===== config.mk =====
export PLATFORM = sky130hd
export DESIGN_NAME = spi_task_ctrl
export DESIGN_NICKNAME = d
export VERILOG_FILES = /design/src/rtl/stc_pkg.sv /design/src/rtl/stc_decode.sv /design/src/rtl/stc_events.sv /design/src/rtl/stc_seq.sv /design/src/rtl/spi_task_ctrl.sv
export SDC_FILE = /design/constraint.sdc
export NUM_CORES = 1
export LEC_CHECK = 0
export CELL_PAD_IN_SITES_DETAIL_PLACEMENT = 0
export CELL_PAD_IN_SITES_GLOBAL_PLACEMENT = 1
export CORE_MARGIN = 4
export CORE_UTILIZATION = 46
export DETAILED_ROUTE_END_ITERATION = 10
export DONT_BUFFER_PORTS = 1
export HOLD_SLACK_MARGIN = 0.08
export PLACE_DENSITY_LB_ADDON = 0.1
export SKIP_LAST_GASP = 1
export SLEW_MARGIN = 40
export SYNTH_ARGS = -nofsm -noshare
export SYNTH_HDL_FRONTEND = slang
export SYNTH_SLANG_ARGS = --single-unit
export TNS_END_PERCENT = 5

===== constraint.sdc =====
create_clock -name clk -period 2.1 [get_ports clk]
set_input_delay 0.315 -clock clk [delete_from_list [all_inputs] [get_ports clk]]
set_output_delay 0.315 -clock clk [all_outputs]
set_load 0.01 [all_outputs]

===== src/rtl/stc_pkg.sv =====
package stc_pkg;
    typedef enum logic [1:0] {S_IDLE, S_RUN, S_HOLD, S_HALT} seq_state_t;

    localparam int NEV        = 5;
    localparam int EV_STARTED = 0;
    localparam int EV_STOPPED = 1;
    localparam int EV_RXDONE  = 2;
    localparam int EV_TXDONE  = 3;
    localparam int EV_END     = 4;

    localparam int A_START    = 0;
    localparam int A_STOP     = 1;
    localparam int A_SUSP     = 2;
    localparam int A_RES      = 3;
    localparam int A_EV0      = 4;
    localparam int A_IEN_SET  = A_EV0 + NEV;
    localparam int A_IEN_CLR  = A_IEN_SET + 1;
    localparam int A_SHORT    = A_IEN_CLR + 1;
endpackage


===== src/rtl/stc_decode.sv =====
module stc_decode
    import stc_pkg::*;
#(
    parameter int ADDR_W = 4
) (
    input  logic              reg_we,
    input  logic [ADDR_W-1:0] reg_addr,
    input  logic              wbit0,
    input  logic [NEV-1:0]    ev_flags,
    input  logic [NEV-1:0]    ien,
    input  logic              shortcut,
    output logic              t_start,
    output logic              t_stop,
    output logic              t_susp,
    output logic              t_res,
    output logic [NEV-1:0]    ev_clr,
    output logic              ien_set_we,
    output logic              ien_clr_we,
    output logic              sc_we,
    output logic [NEV-1:0]    reg_rdata
);
    // tasks trigger only on a written 1 in bit 0
    assign t_start    = reg_we && wbit0 && (reg_addr == ADDR_W'(A_START));
    assign t_stop     = reg_we && wbit0 && (reg_addr == ADDR_W'(A_STOP));
    assign t_susp     = reg_we && wbit0 && (reg_addr == ADDR_W'(A_SUSP));
    assign t_res      = reg_we && wbit0 && (reg_addr == ADDR_W'(A_RES));
    assign ien_set_we = reg_we && (reg_addr == ADDR_W'(A_IEN_SET));
    assign ien_clr_we = reg_we && (reg_addr == ADDR_W'(A_IEN_CLR));
    assign sc_we      = reg_we && (reg_addr == ADDR_W'(A_SHORT));

    // event clear on a written 0
    for (genvar i = 0; i < NEV; i++) begin : g_clr
        assign ev_clr[i] = reg_we && !wbit0 && (reg_addr == ADDR_W'(A_EV0 + i));
    end

    always_comb begin
        reg_rdata = '0;
        for (int i = 0; i < NEV; i++) begin
            if (reg_addr == ADDR_W'(A_EV0 + i)) reg_rdata[0] = ev_flags[i];
        end
        if (reg_addr == ADDR_W'(A_IEN_SET) || reg_addr == ADDR_W'(A_IEN_CLR))
            reg_rdata = ien;
        if (reg_addr == ADDR_W'(A_SHORT)) reg_rdata[0] = shortcut;
    end
endmodule


===== src/rtl/stc_events.sv =====
module stc_events
    import stc_pkg::*;
(
    input  logic           clk,
    input  logic           rst_n,
    input  logic [NEV-1:0] ev_set,
    input  logic [NEV-1:0] ev_clr,
    input  logic           ien_set_we,
    input  logic           ien_clr_we,
    input  logic           sc_we,
    input  logic [NEV-1:0] wdata,
    output logic [NEV-1:0] ev_flags,
    output logic [NEV-1:0] ien,
    output logic           shortcut,
    output logic           irq
);
    always_ff @(posedge clk or negedge rst_n) begin
        if (!rst_n) begin
            ev_flags <= '0;
            ien      <= '0;
            shortcut <= 1'b0;
        end else begin
            // hardware set wins over a software clear
            ev_flags <= (ev_flags & ~ev_clr) | ev_set;
            ien      <= (ien | (ien_set_we ? wdata : '0)) & ~(ien_clr_we ? wdata : '0);
            if (sc_we) shortcut <= wdata[0];
        end
    end

    assign irq = |(ev_flags & ien);

    for (genvar k = 0; k < NEV; k++) begin : g_chk
        // a flag only rises after its set request
        assert_flag_cause_R4: assert property (@(posedge clk) disable iff (!rst_n)
            $rose(ev_flags[k]) |-> $past(ev_set[k]));
    end

    // clear address removes enable bit 0 on the next edge
    assert_ien_clear_R7: assert property (@(posedge clk) disable iff (!rst_n)
        (ien_clr_we && wdata[0]) |=> !ien[0]);
endmodule


===== src/rtl/stc_seq.sv =====
module stc_seq
    import stc_pkg::*;
(
    input  logic           clk,
    input  logic           rst_n,
    input  logic           t_start,
    input  logic           t_stop,
    input  logic           t_susp,
    input  logic           t_res,
    input  logic           shortcut,
    input  logic           eng_busy,
    input  logic           eng_rx_done,
    input  logic           eng_tx_done,
    output logic           eng_start,
    output logic           eng_stop,
    output logic           eng_hold,
    output logic [NEV-1:0] ev_set
);
    seq_state_t state_q, state_d;
    logic rx_seen_q, tx_seen_q, rx_seen_d, tx_seen_d;
    logic active, end_hit, launch, halt_done;

    always_comb begin
        active    = (state_q == S_RUN) || (state_q == S_HOLD);
        end_hit   = active && (rx_seen_q || eng_rx_done) && (tx_seen_q || eng_tx_done);
        halt_done = (state_q == S_HALT) && !eng_busy;
        launch    = 1'b0;
        state_d   = state_q;
        unique case (state_q)
            S_IDLE: begin
                if (t_start) begin
                    state_d = S_RUN;
                    launch  = 1'b1;
                end else if (t_stop) begin
                    state_d = S_HALT;
                end
            end
            S_RUN: begin
                if (t_stop) state_d = S_HALT;
                else if (end_hit) begin
                    if (shortcut) launch = 1'b1;
                    else state_d = S_IDLE;
                end else if (t_susp) state_d = S_HOLD;
            end
            S_HOLD: begin
                if (t_stop) state_d = S_HALT;
                else if (end_hit) begin
                    if (shortcut) begin
                        launch  = 1'b1;
                        state_d = S_RUN;
                    end else state_d = S_IDLE;
                end else if (t_res) state_d = S_RUN;
            end
            S_HALT: begin
                if (!eng_busy) state_d = S_IDLE;
            end
        endcase
        rx_seen_d = (launch || end_hit) ? 1'b0 : (rx_seen_q || (active && eng_rx_done));
        tx_seen_d = (launch || end_hit) ? 1'b0 : (tx_seen_q || (active && eng_tx_done));
    end

    // state register
    always_ff @(posedge clk or negedge rst_n) begin
        if (!rst_n) begin
            state_q   <= S_IDLE;
            rx_seen_q <= 1'b0;
            tx_seen_q <= 1'b0;
        end else begin
            state_q   <= state_d;
            rx_seen_q <= rx_seen_d;
            tx_seen_q <= tx_seen_d;
        end
    end

    // outputs
    always_ff @(posedge clk or negedge rst_n) begin
        if (!rst_n) begin
            eng_start <= 1'b0;
            eng_stop  <= 1'b0;
        end else begin
            eng_start <= launch;
            eng_stop  <= (state_d == S_HALT) && (state_q != S_HALT);
        end
    end

    always_comb begin
        eng_hold            = (state_q == S_HOLD);
        ev_set              = '0;
        ev_set[EV_STARTED]  = launch;
        ev_set[EV_STOPPED]  = halt_done;
        ev_set[EV_RXDONE]   = eng_rx_done;
        ev_set[EV_TXDONE]   = eng_tx_done;
        ev_set[EV_END]      = end_hit;
    end

    // a stop request never coincides with a launch request
    assert_stop_excl_R10: assert property (@(posedge clk) disable iff (!rst_n)
        eng_stop |-> !eng_start);
    // no launch is issued while the engine is held
    assert_hold_nolaunch_R3: assert property (@(posedge clk) disable iff (!rst_n)
        eng_hold |-> !eng_start);
    // hold only rises after a suspend task
    assert_hold_cause_R9: assert property (@(posedge clk) disable iff (!rst_n)
        $rose(eng_hold) |-> $past(t_susp));
endmodule


===== src/rtl/spi_task_ctrl.sv =====
module spi_task_ctrl
    import stc_pkg::*;
#(
    parameter int ADDR_W = 4
) (
    input  logic              clk,
    input  logic              rst_n,
    input  logic              reg_we,
    input  logic [ADDR_W-1:0] reg_addr,
    input  logic [NEV-1:0]    reg_wdata,
    output logic [NEV-1:0]    reg_rdata,
    output logic              eng_start,
    output logic              eng_stop,
    output logic              eng_hold,
    input  logic              eng_busy,
    input  logic              eng_rx_done,
    input  logic              eng_tx_done,
    output logic              irq
);
    logic t_start, t_stop, t_susp, t_res;
    logic ien_set_we, ien_clr_we, sc_we, shortcut;
    logic [NEV-1:0] ev_clr, ev_set, ev_flags, ien;

    stc_decode #(.ADDR_W(ADDR_W)) u_dec (
        .reg_we(reg_we), .reg_addr(reg_addr), .wbit0(reg_wdata[0]),
        .ev_flags(ev_flags), .ien(ien), .shortcut(shortcut),
        .t_start(t_start), .t_stop(t_stop), .t_susp(t_susp), .t_res(t_res),
        .ev_clr(ev_clr), .ien_set_we(ien_set_we), .ien_clr_we(ien_clr_we),
        .sc_we(sc_we), .reg_rdata(reg_rdata)
    );

    stc_seq u_seq (
        .clk(clk), .rst_n(rst_n),
        .t_start(t_start), .t_stop(t_stop), .t_susp(t_susp), .t_res(t_res),
        .shortcut(shortcut), .eng_busy(eng_busy),
        .eng_rx_done(eng_rx_done), .eng_tx_done(eng_tx_done),
        .eng_start(eng_start), .eng_stop(eng_stop), .eng_hold(eng_hold),
        .ev_set(ev_set)
    );

    stc_events u_ev (
        .clk(clk), .rst_n(rst_n), .ev_set(ev_set), .ev_clr(ev_clr),
        .ien_set_we(ien_set_we), .ien_clr_we(ien_clr_we), .sc_we(sc_we),
        .wdata(reg_wdata), .ev_flags(ev_flags), .ien(ien),
        .shortcut(shortcut), .irq(irq)
    );
endmodule


# After elaboration in Yosys (flattened, before gate mapping)
# Cells that the tools add are included.
# op_classes
reduce_logical	33
bitwise_logic	7
n_mux	28
n_eq_ne	16
# op_table
cell	n
1-bit logical AND	20
2-bit 2-to-1 mux	10
4-bit by 3-bit == test with 1-bit output, second input constant	4
4-bit == test, second input constant	4
5-bit AND	3
5-bit 2-to-1 mux	3
1-bit 2-to-1 mux	13
5-bit NOT	2
5-bit OR	2
4-bit by 2-bit == test with 1-bit output, second input constant	2
2-bit case mux with 4 select lines	1
1-bit logical OR	7
2-bit == test, second input constant	3
5-bit OR reduction	1
4-bit by 1-bit == test with 1-bit output, second input constant	1
4-bit logical NOT	1
2-bit by 1-bit == test with 1-bit output, second input constant	1
1-bit logical NOT	2
2-bit logical NOT	1
2-bit != test, second input constant	1
1-bit case mux with 2 select lines	1
2-bit OR reduction	1
# totals
out_inout_bits	9
register_bits	17
input_bits	15

# Longest topological paths before layout
# Gate-level depths: netlist (run 1).
# logic_depth
ltp_word	9
mapped_depth	7
ltp_nobuf	7

# Cells and area by module
# From an unflattened synthesis (run 1), not the netlist that was laid out.
# hier_totals
hier_cells	133
hier_area_um2	1162.4
# by_module_without_submodules
module	area_per_inst_um2	cells_per_inst	n_inst
stc_seq	486.7	54	1
stc_events	415.4	35	1
stc_decode	260.2	44	1

# Worst setup path before layout (run 1)
# No wires, ideal clock.
# synth_timing
kind	flip-flop to flip-flop
startpoint	register u_seq.state_q[0]
endpoint	register u_seq.eng_stop
synth_period_minus_slack_ns	1.884
setup_ns	0.094
arrival_time_ns	1.790
path_stages_with_launch	8
t_required_ns	2.006
setup_slack_ns	0.216
cell_sequence	dfrtp_1 > inv_1 > ha_1 > o221a_2 > or3_1 > nand4_1 > a21oi_2 > nor4b_4
# synth_via
elab_chain_cells	9
elab_cells_between_ends	21
classes_between	5 x eq/ne; 11 x mux; 5 x reduce/logical
# synth_lines
element	line	source
from (decl)	stc_seq.sv:19	seq_state_t state_q, state_d;
from (signal assigned)	stc_seq.sv:69	state_q <= state_d;
2-bit by 1-bit == test with 1-bit output / 2-bit == test (equally long branches)	stc_seq.sv:24, stc_seq.sv:29	
1-bit logical OR	stc_seq.sv:24	active = (state_q == S_RUN) || (state_q == S_HOLD);
1-bit logical AND (2 in series)	stc_seq.sv:25	end_hit = active && (rx_seen_q || eng_rx_done) && (tx_seen_q || eng_tx_done);
2-bit 2-to-1 mux (on tied branches)	stc_seq.sv:47, stc_seq.sv:40	
2-bit 2-to-1 mux (on tied branches)	stc_seq.sv:46, stc_seq.sv:39	
2-bit case mux with 4 select lines	stc_seq.sv:29	unique case (state_q)
2-bit == test	stc_seq.sv:82	eng_stop <= (state_d == S_HALT) && (state_q != S_HALT);
1-bit logical AND (*)	stc_seq.sv:82	
to (signal assigned)	stc_seq.sv:82	
to (decl)	stc_seq.sv:15	output logic eng_stop,
# Every way passes the cells marked *; elsewhere a longest branch is shown, timed or not.
# A chain may end at the register's enable or synchronous reset.

# Worst setup path in the final report (run 1)
# layout_timing
startpoint	register u_seq.state_q[0]
endpoint	register u_seq.eng_stop
# layout_via
elab_chain_cells	9
elab_cells_between_ends	21
classes_between	5 x eq/ne; 11 x mux; 5 x reduce/logical
# layout_lines
element	line
2-bit by 1-bit == test with 1-bit output / 2-bit == test (equally long branches)	stc_seq.sv:24, stc_seq.sv:29
1-bit logical OR	stc_seq.sv:24
1-bit logical AND (2 in series)	stc_seq.sv:25
2-bit 2-to-1 mux (on tied branches)	stc_seq.sv:47, stc_seq.sv:40
2-bit 2-to-1 mux (on tied branches)	stc_seq.sv:46, stc_seq.sv:39
2-bit case mux with 4 select lines (*)	stc_seq.sv:29
net u_seq.state_d[1]	stc_seq.sv:19
2-bit == test (*)	stc_seq.sv:82
1-bit logical AND (*)	stc_seq.sv:82
# Mark *: on every way through the listed nets, which the timed path passes. The rest lies on a longest branch.

==> metrics.md, run 1 <==
| Metric | Value |
|---|---|
| Initial Utilization | about half |
| Max-cap viol count | 0 |
| Post-Synth XOR/XNOR Area | 0% |
| Cell Area, Synth | ~1100 sq um |
| Die Ht | slightly below 60 um |
| CP max FO | 5 |
| Final Setup Violations | 0 |
| Proportion of synthesized area in mux cells | 4.81% |
| Crit start category | register |
| Sw Share | between 30 and 40% |
| Routed WL | roughly 2.8 mm |
| Comb pwr share | between 40% and 50% |
| Post-synth EDFFs | 0 |
| Upper clock frequency limit | around 0.52 GHz |
| Post-DP HPWL | slightly above 2 mm |
| Leak | roughly 0.45 nW |
| Wirelength per Cell | 17.8 um |
| Internal Power | between 0.0007 and 0.0008 W |
| Slew Limit Headroom | 63.7% |
| ANT cells | 0 |
| First-pass GRT wire length | 4.65 mm |
| Drc violations | 0 |
| Final min period | roughly 1.9 ns |
| Status | complete, no violations |
| Pwr Density | 1020 nW/um^2 |
| Reg area | between 400 and 500 sq um |
| Dpl ws | roughly 0.2 ns |
| Yosys Warn Count | 0 |
| Filler cells | 215 |
| Ys async rst share | 100% |
| Routability cong. | about 0.97 |
| Setup TNS | 0 ns |
| Initial antenna violation count | 0 |
| Number of port buffers | 0 |
| Adder-Cell Fraction of Synth Area | under 10% |
| Fin nets | between 100 and 150 |
| Via/cell ratio | approximately 6.4 |
| Htree depth | 1 |
| Worst VDD drop | approximately 0.00061 V |
| First DRT Iteration DRCs | 40 |
| Syn Area/Cell | a little over 9 sq um |
| Layout cell share with drive strength beyond 1 | a little over an eighth |
| Final slew viol count | 0 |
| Vias | slightly below 1000 |
| Clk sinks | 17 |
| Clk_lat worst skew | 0.29 ns |
| Hold WC Path Type | in2reg |
| Final clock period utilization by the worst path | approximately nine tenths |
| CP Capture Type | register |
| Grt total ovfl | 0 |
| Total GRT Usage | approximately 18% |
| Critical path type | reg2reg |
| Worst Skew | roughly 0.0037 ns |
| Detail Route Antenna Nets | 0 |
| Clock Path Buffers | 2 |
| Post-Synthesis Cells | 123 |
| Die width | roughly 58 um |
| Count of cell types in the netlist | 40 |
| Post-CTS Repair Setup Buffers | 0 |
| Ys flop type | dfrtp_1 |
| Largest net degree at the start of global routing | 22 |
| Synthesized flop and latch total | 17 |
| Sequential share of the synthesized area | a little under two fifths |
| Core ar. | between 2000 and 2500 sq um |
| CTS tree | built |
| Largest family of logic cells by synthesized area | simple AND/OR/NAND/NOR gates |
| Vias in the first global route | 981 |
| Worst EP arrival | 2.12 ns |
| Clock network fraction of design power | between 10 and 15% |
| RSZ-0062 raised after global routing | no |
| Register share of total power | around 38% |
| First drt pass iteration count | 4 |
| Worst-margin pin slew | 0.544 ns |
| Area growth syn-to-layout | 6.78% |
| Psw | between 0.0004 and 0.0005 W |
| Multi-input logic area | 683 sq um |
| Top Ports | 24 |
| PnR worst setup slack | between 0.15 and 0.2 ns |
| # rows | 17 |
| CP required | roughly 2.3 ns |
| Area share of and/or/nand/nor cells after synthesis | 24.7% |
| Final hold vios | 0 |
| Worst-path clk slew | approximately 0.10 ns |
| Synth Area in Compound Gates | between 20% and 30% |
| CTS root buffer | clkbuf_4 |
| Post-Syn Nets | 144 |
| Die Area | 3350 sq um |
| TritonCTS Buffers | 3 |
## per-stage QoR
stage / area [sq um] / util [%] / total power, W / hold slack [ns] / instances
finish: 1220 / 53.2 / 0.00125 / 0.129 / 155
global route: 1220 / 53.2 / 0.00135 / 0.103 / 155
CTS: 1220 / 53.0 / 0.00125 / 0.116 / 154
detailed placement: 1180 / 51.4 / 0.00107 / 0.0198 / 149
global placement: 1180 / 51.4 / 0.00106 / 0.0198 / 149
floorplan: 1140 / - / 0.000927 / 0.0194 / 123
## synth_stat cells (2+ instances only)
library cell	n	area share (%)
ha_1	6	6.6
o211ai_1	2	1.3
mux2_2	2	2.0
and2_1	5	2.7
nand2_1	14	4.6
dfrtp_1	17	37
a21oi_1	3	1.3
clkbuf_1	3	0.98
inv_1	4	1.3
a211oi_1	2	1.3
nand2b_1	6	3.3
nor2_1	7	2.3
nand3_1	2	0.87
o21ai_0	18	7.9
a31oi_1	6	3.3
buf_2	2	0.87
## flip-flops by register name (all words and copies together) (netlist names)
name	cells
u_seq.eng_stop	1
u_ev.ev_flags	5
u_seq.rx_seen_q	1
u_seq.eng_start	1
u_ev.ien	5
u_ev.shortcut	1
u_seq.state_q	2
u_seq.tx_seen_q	1
## kinds of logic (layout without fill, tap and decap cells)
| logic type | count (synthesis) | after routing |
|---|---|---|
| and+or+nand+nor | 45 | 45 |
| AOI/OAI and AO/OA | 42 | 42 |
| adders and majority gates | 6 | 6 |
| buffers and inverters | 9 | 13 |
| DFF | 17 | 17 |
| muxes | 4 | 4 |
## cells in the final DEF (no fill, tap or decap), types with 2 or more instances in the layout
cell type  instances
buf_4              3
nor2_1             7
nand3_1            2
dfrtp_1           17
nand2b_1           6
inv_1              4
a31oi_1            6
o211ai_1           2
mux2_2             2
nand2_1           14
a21oi_1            3
and2_1             5
clkbuf_4           3
o21ai_0           18
ha_1               6
a211oi_1           2
## final cells by class
class                   instances  area share (%)
repair buffers                  5            3.07
flip-flops and latches         17            34.8
inverters                       4            1.23
well taps                      28            2.87
multi-input cells              97            55.9
clock buffers                   4            2.15
## path summary, 6_finish.rpt
| path | from | end | slack [ns] | cells after the start |
|---|---|---|---|---|
| setup / recovery | u_seq.state_q[0]$_DFF_PN0_ | u_seq.eng_stop$_DFF_PN0_ | 0.18 | 7 |
| hold / removal | eng_rx_done | u_ev.ev_flags[2]$_DFF_PN0_ | 0.13 | 1 |
| setup reg to reg | u_seq.state_q[0]$_DFF_PN0_ | u_seq.eng_stop$_DFF_PN0_ | 0.18 | 7 |
| hold reg to reg | u_seq.rx_seen_q$_DFF_PN0_ | u_seq.rx_seen_q$_DFF_PN0_ | 0.54 | 2 |
| max in group asynchronous | rst_n | u_ev.ien[2]$_DFF_PN0_ | 1.36 | 2 |
| min in group asynchronous | rst_n | u_ev.ev_flags[1]$_DFF_PN0_ | 0.47 | 2 |
## routing by layer
layer  track usage [%]  routed length, um
met1              21.4               1210
met2              30.5               1360
met3              5.12                140
met4              5.30                 49
met5                 0                  0
## repair_timing
item,in CTS,in global routing
resized for setup,0,0
hold buffers,1,1
endpoints found under the hold margin,17,17
## power groups by stage
stage,combinational [W],clock [W],sequential (W)
2_1_floorplan,0.000448,0,0.000479
3_3_place_gp,0.000586,0,0.000473
3_5_place_dp,0.000593,0,0.000474
4_1_cts,0.000605,0.000179,0.000468
5_1_grt,0.000677,0.000197,0.000478
6_report,0.000604,0.000172,0.000469
## worst max-delay path, cell delays in order (launching register included)
cell	delay, ns
dfrtp_1	0.40
inv_1	0.13
ha_1	0.29
o221ai_1	0.22
o2111a_1	0.27
a211oi_1	0.05
a32oi_1	0.25
nor4b_4	0.23
Power figures use the tool's default switching activity.
==> inputs of run 2 (changes only) <==
--- a/config.mk
+++ b/config.mk
@@ -8,7 +8,7 @@
 export CELL_PAD_IN_SITES_DETAIL_PLACEMENT = 0
 export CELL_PAD_IN_SITES_GLOBAL_PLACEMENT = 1
 export CORE_MARGIN = 4
-export CORE_UTILIZATION = 46
+export CORE_UTILIZATION = 45
 export DETAILED_ROUTE_END_ITERATION = 10
 export DONT_BUFFER_PORTS = 1
 export HOLD_SLACK_MARGIN = 0.08
==> run 2 against run 1 <==
Utilization down 3.3 points. Sequential cell count unchanged. Critical path depth unchanged. Sequential share of layout area fell by 0.11 points. Worst hold slack worse by 0.023 ns. Global-route usage increased by 0.54 points. Routed wire length shrank 0.58%. Via count is 0.61% lower. Sequential power about the same. Register-to-register slack got worse by 0.02 ns. Worst setup slack lost 0.017 ns. Cell area grew 0.31%. Critical path type unchanged. Critical endpoint unchanged. Largest power group unchanged. Highest routed layer unchanged.
==> metrics.md, run 2 (synthesis results as in run 1) <==
| Metric | Value |
|---|---|
| Max incr delay on CP | 0.39 ns (was 0.40 ns) |
| Hold WC Path Type | in2reg (unchanged) |
| Crit start category | register (unchanged) |
| Hold_sp | eng_busy (was eng_rx_done) |
| Comb pwr share | 48.3% (was 48.5%) |
| CP Buf/Inv Count | 1 (unchanged) |
| Pwr Total | 0.00126 W (was 0.00125 W) |
| First drt pass iteration count | 4 (unchanged) |
| Core ar. | 2450 sq um (was 2300 sq um) |
| First-pass GRT wire length | 4.86 mm (was 4.65 mm) |
| First DRT Iteration DRCs | 73 (was 40) |
| Setup TNS | 0 ns (unchanged) |
| Filler cells | 237 (was 215) |
| Max Used Layer | met4 (unchanged) |
| Met2 WL | 1.41 mm (was 1.36 mm) |
| Total GRT Usage | 18.3% (was 17.7%) |
| Worst Skew | 0.00302 ns (was 0.00372 ns) |
| CP max FO | 4 (was 5) |
| Die width | 58.4 um (was 57.9 um) |
| Detail Route Antenna Nets | 0 (unchanged) |
| Largest net degree at the start of global routing | 22 (unchanged) |
| Initial antenna violation count | 0 (unchanged) |
| Sw Share | 40.7% (was 39.9%) |
| Worst setup path start | u_seq.state_q[1]$_DFF_PN0_ (was u_seq.state_q[0]$_DFF_PN0_) |
| Upper clock frequency limit | 0.517 GHz (was 0.522 GHz) |
| Via/cell ratio | 6.25 (was 6.37) |
| Final min period | 1.93 ns (was 1.92 ns) |
| CTS tree | built (unchanged) |
| Register share of total power | 37.3% (was 37.7%) |
| Fin nets | 149 (unchanged) |
| Die Area | 3420 sq um (was 3350 sq um) |
| CP Capture Type | register (unchanged) |
| Internal Power | 0.000747 W (was 0.000749 W) |
| Crit-path cells | inv_1 > ha_1 > o221a_2 > nor3_2 > o41ai_1 > a32oi_1 > nor4b_4 (was inv_1 > ha_1 > o221ai_1 > o2111a_1 > a211oi_1 > a32oi_1 > nor4b_4) |
| Routed WL | 2.74 mm (was 2.76 mm) |
| Fin area | 1230 sq um (was 1220 sq um) |
| Clk_lat worst skew | 0.29 ns (about the same) |
| Vias in the first global route | 962 (was 981) |
| Worst EP arrival | 2.11 ns (was 2.12 ns) |
| PostCTS Resize Cnt | 0 (unchanged) |
| Worst VDD drop | 0.000585 V (was 0.000610 V) |
| WHS Endpoint | u_ev.ev_flags[1]$_DFF_PN0_ (was u_ev.ev_flags[2]$_DFF_PN0_) |
| Area growth syn-to-layout | 7.10% (was 6.78%) |
| Biggest registers after layout | u_ev.ev_flags x5, u_ev.ien x5, u_seq.state_q x2 (unchanged) |
| Vias | 981 (was 987) |
| Final slew viol count | 0 (unchanged) |
| Leak | 0.449 nW (was 0.446 nW) |
| Most common cell after layout, fill and taps aside | o21ai_0 (unchanged) |
| Post-DP HPWL | 2.09 mm (was 2.06 mm) |
| Htree depth | 1 (unchanged) |
| Reg2Reg Depth | 7 (unchanged) |
| Critical path type | reg2reg (unchanged) |
| Post-Route M1 WL | 1.11 mm (was 1.21 mm) |
| Pwr Density | 1030 nW/um^2 (was 1020 nW/um^2) |
| Setup slack, reg-to-reg | 0.17 ns (was 0.18 ns) |
| Clock Path Buffers | 2 (unchanged) |
| Clk sinks | 17 (unchanged) |
| Post-CTS Repair Setup Buffers | 0 (unchanged) |
| TritonCTS Buffers | 3 (unchanged) |
| RSZ-0062 raised after global routing | no (unchanged) |
| Grt total ovfl | 0 (unchanged) |
| Status | complete, no violations (unchanged) |
| Routability cong. | 0.914 (was 0.972) |
| Worst-path clk slew | 0.11 ns (was 0.10 ns) |
| Final hold vios | 0 (unchanged) |
| Final Setup Violations | 0 (unchanged) |
| Worst path slowest cell | o41ai_1 (was dfrtp_1) |
| Worst r2r src | u_seq.state_q[1]$_DFF_PN0_ (was u_seq.state_q[0]$_DFF_PN0_) |
| Worst-margin pin slew | 0.498 ns (was 0.544 ns) |
| CP required | 2.27 ns (was 2.31 ns) |
| Layout cell share with drive strength beyond 1 | 14.2% (was 13.4%) |
| Clock network fraction of design power | 14.4% (was 13.8%) |
| Drc violations | 0 (unchanged) |
| CTS root buffer | clkbuf_4 (unchanged) |
| # rows | 18 (was 17) |
| Area post-placement | 1180 sq um (about the same) |
| Max-cap viol count | 0 (unchanged) |
| ANT cells | 0 (unchanged) |
| Final clock period utilization by the worst path | 92.1% (was 91.3%) |
| Number of port buffers | 0 (unchanged) |
| Psw | 0.000512 W (was 0.000497 W) |
| Slew Limit Headroom | 66.8% (was 63.7%) |
| CP delay by family, top | compound AO/OA/AOI/OAI gates (unchanged) |
| Worst hold path depth | 1 (unchanged) |
| Most frequent cells in the layout | 18 x o21ai_0, 17 x dfrtp_1, 14 x nand2_1 (unchanged) |
| Top Ports | 24 (unchanged) |
| Die Ht | 58.4 um (was 57.9 um) |
| FF-to-FF End | u_seq.eng_stop$_DFF_PN0_ (unchanged) |
| Routed length on met3 | 202 um (was 140 um) |
| Wirelength per Cell | 17.4 um (was 17.8 um) |
| Initial Utilization | 46.6% (was 49.8%) |
==> run 2: cell count changes in the layout (fill, tap and decap cells not counted), sizes merged <==
cell,change
clkbuf,-1
clkinv,+1
==> run 2: worst max-delay path by stage <==
stage                                    end  slack, ns  cells past startpoint
floorplan           u_seq.eng_stop$_DFF_PN0_       0.22                      7
global placement    u_seq.eng_stop$_DFF_PN0_       0.26                      7
detailed placement  u_seq.eng_stop$_DFF_PN0_       0.20                      7
CTS                 u_seq.eng_stop$_DFF_PN0_       0.17                      7
global route        u_seq.eng_stop$_DFF_PN0_       0.03                      7
finish              u_seq.eng_stop$_DFF_PN0_       0.17                      7
==> run 2: worst register-to-register path, cell delays in order, from the launching register on <==
cell	delay [ns]
dfrtp_1	0.37
inv_1	0.09
ha_1	0.33
o221a_2	0.24
nor3_2	0.06
o41ai_1	0.39
a32oi_1	0.16
nor4b_4	0.17
==> run 2: per-layer routing <==
layer | GRT usage, % | up-vias
li1 | - | 467
met1 | 24.6 | 478
met2 | 29.8 | 34
met3 | 4.82 | 2
met4 | 3.31 | 0
met5 | 0 | -
==> run 2: metrics by stage <==
stage	hold WS [ns]	cells	util (%)	setup WS (ns)
floorplan	0.0194	123	-	0.216
global placement	0.0199	151	48.2	0.258
detailed placement	0.0199	151	48.2	0.199
CTS	0.101	156	49.7	0.173
global route	0.0921	157	49.9	0.0283
finish	0.106	157	49.9	0.166
==> run 2: area by class of cell <==
class	count	area, sq um	share of cell area (%)
well taps	30	37.5	3.06
repair buffers	5	37.5	3.06
flip-flops and latches	17	425	34.7
inverters	4	15.0	1.22
clock inverters	1	5.00	0.408
multi-input cells	97	683	55.7
clock buffers	3	22.5	1.84
==> run 2: power by group through the flow <==
stage | Combinational [W] | Sequential (W) | Clock, W
after floorplan | 0.000448 | 0.000479 | 0
after global placement | 0.000591 | 0.000475 | 0
after detailed placement | 0.000601 | 0.000477 | 0
after CTS | 0.000612 | 0.000469 | 0.000189
after global routing | 0.000680 | 0.000480 | 0.000209
final | 0.000608 | 0.000470 | 0.000182
==> run 2: repair_timing <==
item                       in CTS  in global routing
setup endpoints to repair       0                  0
hold endpoints to repair       17                 17
hold buffers                    1                  1
==> inputs of run 3 (changes only) <==
--- a/config.mk
+++ b/config.mk
@@ -11,7 +11,6 @@
 export CORE_UTILIZATION = 45
 export DETAILED_ROUTE_END_ITERATION = 10
 export DONT_BUFFER_PORTS = 1
-export HOLD_SLACK_MARGIN = 0.08
 export PLACE_DENSITY_LB_ADDON = 0.1
 export SKIP_LAST_GASP = 1
 export SLEW_MARGIN = 40
==> results of run 3 <==
Final layout, timing and power as in run 2 (identical DEF).
